<file path="src/rtl/float_recip_div_pkg.sv">
package float_recip_div_pkg;
  localparam int EXP_W  = 4;
  localparam int MAN_W  = 7;
  localparam int WORD_W = 1 + EXP_W + MAN_W;
  localparam int BIAS   = (1 << (EXP_W - 1)) - 1;

  typedef struct packed {
    logic load;     // capture operands, seed the estimate
    logic mulDx;    // product d*x
    logic subTwo;   // 2 - product
    logic mulXt;    // x * (2 - d*x)
    logic finish;   // n * x, pack and load quotient
  } ctrlStrobes_t;
endpackage

</file>
<file path="src/rtl/float_recip_div_ctrl.sv">
module float_recip_div_ctrl
  import float_recip_div_pkg::*;
#(
  parameter int ITERS = 20
) (
  input  logic         clk,
  input  logic         rstN,
  input  logic         start,
  input  logic         denZero,
  output ctrlStrobes_t strobes,
  output logic         done
);
  localparam int CNT_W = $clog2(ITERS + 1);

  typedef enum logic [2:0] {IDLE, MUL_DX, SUB_TWO, MUL_XT, FINISH} state_t;
  state_t state;
  logic [CNT_W-1:0] iterCnt;

  always_comb begin
    strobes = '0;
    if (start) strobes.load = 1'b1;
    else begin
      strobes.mulDx  = (state == MUL_DX);
      strobes.subTwo = (state == SUB_TWO);
      strobes.mulXt  = (state == MUL_XT);
      strobes.finish = (state == FINISH);
    end
  end

  always_ff @(posedge clk or negedge rstN) begin
    if (!rstN) begin
      state   <= IDLE;
      iterCnt <= '0;
      done    <= 1'b0;
    end else if (start) begin
      state   <= denZero ? FINISH : MUL_DX;
      iterCnt <= '0;
      done    <= 1'b0;
    end else begin
      case (state)
        MUL_DX:  state <= SUB_TWO;
        SUB_TWO: state <= MUL_XT;
        MUL_XT: begin
          iterCnt <= iterCnt + 1'b1;
          state   <= (iterCnt == CNT_W'(ITERS - 1)) ? FINISH : MUL_DX;
        end
        FINISH: begin
          done  <= 1'b1;
          state <= IDLE;
        end
        default: state <= IDLE;
      endcase
    end
  end
endmodule

</file>
<file path="src/rtl/float_recip_div_dp.sv">
module float_recip_div_dp
  import float_recip_div_pkg::*;
#(
  parameter int FRAC = 16
) (
  input  logic              clk,
  input  logic              rstN,
  input  ctrlStrobes_t      strobes,
  input  logic [WORD_W-1:0] numIn,
  input  logic [WORD_W-1:0] denIn,
  output logic              denZero,
  output logic [WORD_W-1:0] quotient,
  output logic              divByZero
);
  localparam int W    = FRAC + 2;
  localparam int PW   = 2 * W;
  localparam int XW   = EXP_W + 2;
  localparam logic [W-1:0] TWO      = W'(2) << FRAC;
  localparam logic [W-1:0] SEED_SIG = W'((2 ** (FRAC + 1) + 1) / 3);
  localparam logic signed [XW-1:0] MAX_EXP = XW'((1 << EXP_W) - 1);
  localparam logic signed [XW-1:0] MIN_EXP = XW'(1);

  // Seed exponent per divisor exponent code: reciprocal binade of 1.5*2^(e-BIAS)
  logic signed [XW-1:0] seedExpTab [1 << EXP_W];
  for (genvar e = 0; e < (1 << EXP_W); e++) begin : g_seed
    assign seedExpTab[e] = XW'(BIAS - e);
  end

  logic [EXP_W-1:0] nExp, dExp;
  assign nExp    = numIn[WORD_W-2 -: EXP_W];
  assign dExp    = denIn[WORD_W-2 -: EXP_W];
  assign denZero = (dExp == '0);

  logic [W-1:0] dSig, nSig, xReg, pReg, tReg;
  logic signed [XW-1:0] expBase;
  logic signR, nZeroR, dZeroR;

  // Shared multiplier and adder
  logic [W-1:0]  mulA, mulRes, addRes;
  logic [PW-1:0] mulFull;
  always_comb begin
    if (strobes.mulDx)      mulA = dSig;
    else if (strobes.mulXt) mulA = tReg;
    else                    mulA = nSig;
    mulFull = PW'(mulA) * PW'(xReg);
    mulRes  = W'(mulFull >> FRAC);
    addRes  = TWO + ~pReg + W'(1);
  end

  // Normalize and pack
  logic                 normHi;
  logic [W-1:0]         normSig;
  logic [MAN_W-1:0]     fracOut;
  logic signed [XW-1:0] expOut;
  logic [WORD_W-1:0]    packed_q;
  always_comb begin
    normHi  = mulRes[FRAC];
    normSig = normHi ? mulRes : (mulRes << 1);
    fracOut = MAN_W'(normSig >> (FRAC - MAN_W));
    expOut  = normHi ? expBase : expBase - XW'(1);
    if (dZeroR)                packed_q = {signR, {(WORD_W-1){1'b1}}};
    else if (nZeroR)           packed_q = '0;
    else if (expOut > MAX_EXP) packed_q = {signR, {(WORD_W-1){1'b1}}};
    else if (expOut < MIN_EXP) packed_q = '0;
    else                       packed_q = {signR, expOut[EXP_W-1:0], fracOut};
  end

  always_ff @(posedge clk or negedge rstN) begin
    if (!rstN) begin
      dSig <= '0; nSig <= '0; xReg <= '0; pReg <= '0; tReg <= '0;
      expBase <= '0; signR <= 1'b0; nZeroR <= 1'b0; dZeroR <= 1'b0;
      quotient <= '0; divByZero <= 1'b0;
    end else if (strobes.load) begin
      dSig    <= W'({1'b1, denIn[MAN_W-1:0]}) << (FRAC - MAN_W);
      nSig    <= W'({1'b1, numIn[MAN_W-1:0]}) << (FRAC - MAN_W);
      xReg    <= SEED_SIG;
      expBase <= $signed({2'b00, nExp}) + seedExpTab[dExp];
      signR   <= numIn[WORD_W-1] ^ (denZero ? 1'b0 : denIn[WORD_W-1]);
      nZeroR  <= (nExp == '0);
      dZeroR  <= denZero;
    end else begin
      if (strobes.mulDx)  pReg <= mulRes;
      if (strobes.subTwo) tReg <= addRes;
      if (strobes.mulXt)  xReg <= mulRes;
      if (strobes.finish) begin
        quotient  <= packed_q;
        divByZero <= dZeroR;
      end
    end
  end
endmodule

</file>
<file path="src/rtl/float_recip_div.sv">
module float_recip_div
  import float_recip_div_pkg::*;
#(
  parameter int ITERS = 20,
  parameter int FRAC  = 16
) (
  input  logic        clk,
  input  logic        rstN,
  input  logic        start,
  input  logic [11:0] numIn,
  input  logic [11:0] denIn,
  output logic [11:0] quotient,
  output logic        done,
  output logic        divByZero
);
  ctrlStrobes_t strobes;
  logic denZero;

  float_recip_div_ctrl #(.ITERS(ITERS)) u_ctrl (
    .clk(clk), .rstN(rstN), .start(start), .denZero(denZero),
    .strobes(strobes), .done(done)
  );

  float_recip_div_dp #(.FRAC(FRAC)) u_dp (
    .clk(clk), .rstN(rstN), .strobes(strobes), .numIn(numIn), .denIn(denIn),
    .denZero(denZero), .quotient(quotient), .divByZero(divByZero)
  );
endmodule

</file>
<file path="config.mk">
export PLATFORM = sky130hd
export DESIGN_NAME = float_recip_div
export DESIGN_NICKNAME = d
export VERILOG_FILES = /design/src/rtl/float_recip_div_pkg.sv /design/src/rtl/float_recip_div_ctrl.sv /design/src/rtl/float_recip_div_dp.sv /design/src/rtl/float_recip_div.sv
export SDC_FILE = /design/constraint.sdc
export NUM_CORES = 1
export LEC_CHECK = 0
export ABC_AREA = 1
export BUFFER_PORTS_ARGS = -buffer_cell sky130_fd_sc_hd__buf_2
export CAP_MARGIN = 15
export CORE_MARGIN = 2
export CORE_UTILIZATION = 40
export CTS_CLUSTER_SIZE = 40
export DETAILED_ROUTE_END_ITERATION = 10
export GPL_TIMING_DRIVEN = 0
export PLACE_DENSITY = 0.61
export SETUP_SLACK_MARGIN = 0.5
export SLEW_MARGIN = 0
export SYNTH_ARGS = -nofsm -noshare
export SYNTH_HDL_FRONTEND = slang
export SYNTH_HIERARCHICAL = 1
export SYNTH_SLANG_ARGS = --single-unit
export TNS_END_PERCENT = 5
</file>
<file path="constraint.sdc">
create_clock -name clk -period 7.8 [get_ports clk]
set_clock_uncertainty 0.2 [all_clocks]
set_input_delay 0 -clock clk [delete_from_list [all_inputs] [get_ports clk]]
set_output_delay 0 -clock clk [all_outputs]
set_load 0.01 [all_outputs]
</file>
==> results of run 1 <==
how the worst max path moves through the flow:
stage	slack, ps	endpoint
2_1_floorplan	660	u_dp/quotient[11]
3_3_place_gp	-1000	u_dp/quotient[3]
3_5_place_dp	-1080	u_dp/quotient[8]
4_1_cts	510	u_dp/quotient[8]
5_1_grt	350	u_dp/quotient[11]
6_report	580	u_dp/quotient[11]
cell families (layout without fill, tap and decap cells):
family,count (synthesis),after routing,share of synthesized area [%]
adders and majority gates,358,358,42.0
buffers and inverters,505,659,12.6
xor gates and xnor gates,35,35,2.14
AOI/OAI and AO/OA,185,185,6.90
DFF,100,100,16.5
and+or+nand+nor,730,731,19.9
per-layer routing:
layer	global-route usage [%]	vias to the layer above
met1	30.7	6446
li1	-	5973
met3	4.87	110
met2	38.9	553
met4	11.2	0
met5	0	-
metrics by stage:
stage / TNS (ps) / hold WS, ps / utilization [%] / worst slack (ps)
floorplan: 0 / -496 / - / 659
CTS: 0 / 55.0 / 46.3 / 510
detailed placement: -31590 / -224 / 42.8 / -1080
global placement: -28730 / 10.6 / 42.7 / -999
global route: 0 / 96.6 / 48.5 / 353
finish: 0 / 64.1 / 48.5 / 582
registers in the layout (all words and copies together), names as in the netlist:
signal          count
u_dp/dZeroR         1
u_ctrl/iterCnt      5
u_dp/xReg          18
u_dp/tReg          18
u_dp/nZeroR         1
u_dp/dSig           7
u_ctrl/done         1
u_dp/quotient      12
u_dp/signR          1
u_dp/expBase        6
u_dp/nSig           8
u_ctrl/state        3
u_dp/divByZero      1
u_dp/pReg          18
synth_stat cells (all sizes together), types with 9 or more instances:
cell type  number
nand2         443
inv           432
fa            254
nor2          213
ha            104
dfrtp         100
o21ai          85
a21oi          53
clkbuf         51
nand3          44
xor2           20
xnor2          15
clkinv         13
nor3           13
nand4          12
o21bai         11
buf             9
critical path: cells and delay by family (launching register included):
family	cells	cell delay [ps]
adders and majority gates	7	3420
DFF	1	410
AOI/OAI and AO/OA	2	400
buffers and inverters	10	870
and+or+nand+nor	20	1730
area by class of cell:
| cell class | instances | area (um^2) |
|---|---|---|
| Fill cell | 3629 | 19300 |
| Multi-Input combinational cell | 1309 | 11400 |
| Sequential cell | 100 | 2500 |
| Inverter | 445 | 1760 |
| Timing Repair Buffer | 138 | 1160 |
| Tap cell | 511 | 639 |
| Buffer | 60 | 417 |
| Clock buffer | 11 | 243 |
| Clock inverter | 4 | 57.6 |
| Timing Repair inverter | 1 | 16.3 |
timing repair:
action / CTS / global route
gates cloned: 1 / 3
setup buffers: 27 / 39
setup endpoints to repair: 48 / 27
gates resized for setup: 147 / 131
hold endpoints to repair: 132 / 0
hold buffers: 30 / 0
pin swaps: 20 / 63
==> impl_metrics.yaml, run 1 <==
status:
  outcome: "finished clean"
worst_setup_path:
  r2r-end: "u_dp/quotient[11]"
  cpPeakStageDelay_ps: 600
  cp_max_fo: 8
  worstSetupStartpoint: "u_ctrl/state[1]"
  cp_common_cell: "nand2_4"
  critPathRequiredTime_ps: 7850
  critical_path_arrival_ps: 7270
  critical_path_class: "flip-flop to flip-flop"
  worstSetupStartpointType: "flip-flop"
  end_kind: "flip-flop"
  reg2reg_depth: 39
  reg2reg_slack_ps: 580
  r2r_start: "u_ctrl/state[1]"
  slowest_stage: "fa_1"
yosys:
  seq_area_frac_synth_pct: 16.5
  ys_async_sr_fraction_pct: 100
  synth_top_area_share_pct: 33.4
  synth_area_um2: 15200
  yosysWarnings: 6
  synthTopCellsByArea: "fa_1 33%, dfrtp_1 16%, nand2_1 10%, inv_1 10%, ha_1 8.6%"
  synth_top_cell_by_area: "fa_1"
  syn_area_per_cell_um2: 7.95
  synth_seq_cells: 100
  netlist_instances: 1913
  synth_nets: 2298
  synth_cell_type_count: 49
  ys.flop_type: "dfrtp_1"
  synth-edff-count: 0
clock_network:
  numCtsBuffers: 9
  cts_sinks: 100
  cts_buffer_depth: 2
  clk_latency_ps: 360
  cts_root_buf: "clkbuf_16"
  cts_tree: "yes"
  clkTransAtPathRegs_ps: 70
  cts_max_level: 3
sta:
  timing.fmax_mhz: 139
  relSlewSlack_pct: 29.7
  setup_viol: 0
  final.period_utilization_pct: 92.5
  slew_violations: 0
  final_hold_viol_count: 0
  rsz0062_at_grt: "true"
  worst_pin_slew_ps: 1050
  period_needed_ps: 7220
placed_design:
  dp_hpwl_mm: 36.3
  dp.cells: 2464
  gp_congestion: 0.943
  post_dp_cell_area_um2: 16100
  io_buffers: 39
global_routing:
  grt_pass1_vias: 13400
  grt_use_total_pct: 23.9
  grt_overflow_total: 0
  grt_max_degree: 71
  grt_pass1_wl_mm: 71.6
  antenna_found_initial: 0
worst_hold_path:
  holdPathStages: 5
  min-delay-path-class: "input pin to flip-flop"
  hold_start: "denIn[8]"
  worstHoldEndpoint: "u_dp/expBase[2]"
drt:
  top_layer: "met4"
  drt-total-wl_mm: 46.2
  antenna_left: 0
  wl_per_cell_um: 17.9
  drtPass1Iterations: 5
  route.met2.wl_mm: 21.9
  num_vias: 13100
  drt-met1-wl_mm: 18.9
  first_iter_violations: 920
  via_per_inst: 5.07
  drc_errors: 0
  wl_met3_mm: 3.64
floorplanning:
  rows: 71
  ios: 41
  start_util_pct: 40.5
  die_w_um: 199
  die_h_um: 199
  fp.coreArea_um2: 37600
  fp.dieArea_um2: 39600
flow_run:
  max-cap-violations: 0
layout:
  final_cell_mix: "399 x inv_1, 399 x nand2_1, 244 x fa_1"
  final_cell_count_no_fill: 2579
  antenna_cells: 0
  syn_to_final_growth_pct: 20.0
  drive_gt1_share_pct: 15.2
  design_area_um2: 18200
  fin_nets: 2449
Power of run 1 is not shown: default switching activity piles up to over one toggle a cycle in this logic, so the estimate is an artifact.
==> inputs of run 2 (changes only) <==
Clock period 7.8 ns to 8.28 ns, I/O delays scaled along.
==> run 2 against run 1 <==
Net effect:
- worst hold slack improved by 1.5 ps
- wire length decreased by 3.3%
- final area shrank 4.5%
- die area stayed put
- largest cell class unchanged
- via count decreased by 1.8%
- setup slack better by 160 ps
- clock-buffer cell count unchanged
- utilization fell by 2.2 points
- global-route usage fell by 0.42 points
- critical path depth decreased by 1
- sequential share of layout area rose by 0.64 points
==> impl_metrics.yaml, run 2 (synthesized netlist as in run 1, its figures left out) <==
worst_setup_path:
  cp_max_fo: 10
  reg2reg_depth: 38
  r2r_start: "u_ctrl/state[0]"
  critical_path_class: "flip-flop to flip-flop"
  slowest_stage: "fa_1"
  worstSetupStartpointType: "flip-flop"
  r2r-end: "u_dp/quotient[7]"
  critPathRequiredTime_ps: 8370
  cpPeakStageDelay_ps: 520
  end_kind: "flip-flop"
  critical_path_arrival_ps: 7630
  reg2reg_slack_ps: 740
drt:
  drtPass1Iterations: 6
  drt-met1-wl_mm: 19.0
  antenna_left: 0
  wl_met3_mm: 2.92
  wl_per_cell_um: 17.5
  via_per_inst: 5.03
  drt-total-wl_mm: 44.7
  first_iter_violations: 867
  route.met2.wl_mm: 21.1
  num_vias: 12900
  drc_errors: 0
  top_layer: "met4"
floorplanning:
  rows: 71
  die_w_um: 199
  ios: 41
  start_util_pct: 40.5
  die_h_um: 199
  fp.coreArea_um2: 37600
  fp.dieArea_um2: 39600
sta:
  final.period_utilization_pct: 91.1
  timing.fmax_mhz: 133
  period_needed_ps: 7540
  worst_pin_slew_ps: 1050
  rsz0062_at_grt: "true"
  slew_violations: 0
  fin_tns_setup_ps: 0
  final_hold_viol_count: 0
  hold_slack_ps: 65.6
  setup_viol: 0
  relSlewSlack_pct: 29.9
worst_hold_path:
  hold_start: "denIn[8]"
  holdPathStages: 5
  worstHoldEndpoint: "u_dp/expBase[2]"
  min-delay-path-class: "input pin to flip-flop"
flow_run:
  max-cap-violations: 0
global_routing:
  antenna_found_initial: 0
  grt_use_total_pct: 23.5
  grt_pass1_vias: 13200
  grt_overflow_total: 0
  grt_max_degree: 71
  grt_pass1_wl_mm: 70.6
layout:
  final_cell_mix: "414 x nand2_1, 413 x inv_1, 254 x fa_1"
  fin_nets: 2427
  antenna_cells: 0
  drive_gt1_share_pct: 10.2
  fillers: 3743
  reg.largest.list: "u_dp/pReg x18, u_dp/tReg x18, u_dp/xReg x18"
  syn_to_final_growth_pct: 14.6
  final_common_cell: "nand2_1"
placed_design:
  io_buffers: 39
  dp_hpwl_mm: 36.3
  gp_congestion: 0.943
clock_network:
  cts_buffer_depth: 2
  cts_max_level: 3
  clkTransAtPathRegs_ps: 70
  cts_sinks: 100
  numCtsBuffers: 9
  cts_tree: "yes"
  cts_root_buf: "clkbuf_16"
  clk_latency_ps: 360
status:
  outcome: "finished clean"
run 2: area by class of cell:
cell class                      count  area, um^2  share of cell area [%]
Multi-Input combinational cell   1308       11000                    63.3
Clock buffer                       11         243                    1.39
Timing Repair inverter              1        5.00                  0.0287
Buffer                             60         335                    1.92
Inverter                          445        1700                    9.74
Timing Repair Buffer              117         921                    5.29
Sequential cell                   100        2500                    14.4
Tap cell                          511         639                    3.67
Clock inverter                      4        57.6                   0.330
run 2: timing repair:
| action | in CTS | in global routing |
|---|---|---|
| hold buffers | 38 | 0 |
| setup buffers | 9 | 30 |
| setup endpoints to repair | 48 | 25 |
| endpoints found under the hold margin | 132 | 0 |
| gates cloned | 0 | 1 |
| gates resized for setup | 51 | 81 |
| pin swaps | 2 | 11 |
run 2: how the worst max path moves through the flow:
stage	from	endpoint	depth (start not counted)
after floorplan	u_ctrl/state[2]	u_dp/quotient[11]	40
after detailed placement	u_ctrl/state[1]	u_dp/quotient[8]	34
after global routing	u_ctrl/state[0]	u_dp/quotient[1]	34
final	u_ctrl/state[0]	u_dp/quotient[7]	38
after CTS	u_ctrl/state[1]	u_dp/quotient[0]	31
after global placement	u_ctrl/state[2]	u_dp/quotient[3]	33
run 2: worst max-delay path: cells and delay by family (launching register included):
family | cells | cell delay, ps
compound gates | 4 | 820
fa+ha+maj | 7 | 3340
buf+inv | 10 | 1110
simple gates | 17 | 1590
flops | 1 | 400
run 2: layer usage:
metal / GRT usage [%] / vias to the layer above
met4: 8.37 / 0
met3: 3.58 / 106
met5: 0 / -
met1: 31.2 / 6348
li1: - / 5927
met2: 39.2 / 471
run 2: per-stage QoR:
step / cells / cell area [um^2] / utilization (%) / worst slack (ps)
after floorplan: 1913 / 15200 / - / 1140
after global placement: 2463 / 16000 / 42.7 / -519
after detailed placement: 2464 / 16100 / 42.8 / -601
after CTS: 2526 / 17000 / 45.2 / 472
after global routing: 2557 / 17400 / 46.4 / 467
final: 2557 / 17400 / 46.4 / 739
Power of run 2 is left out for the same reason.
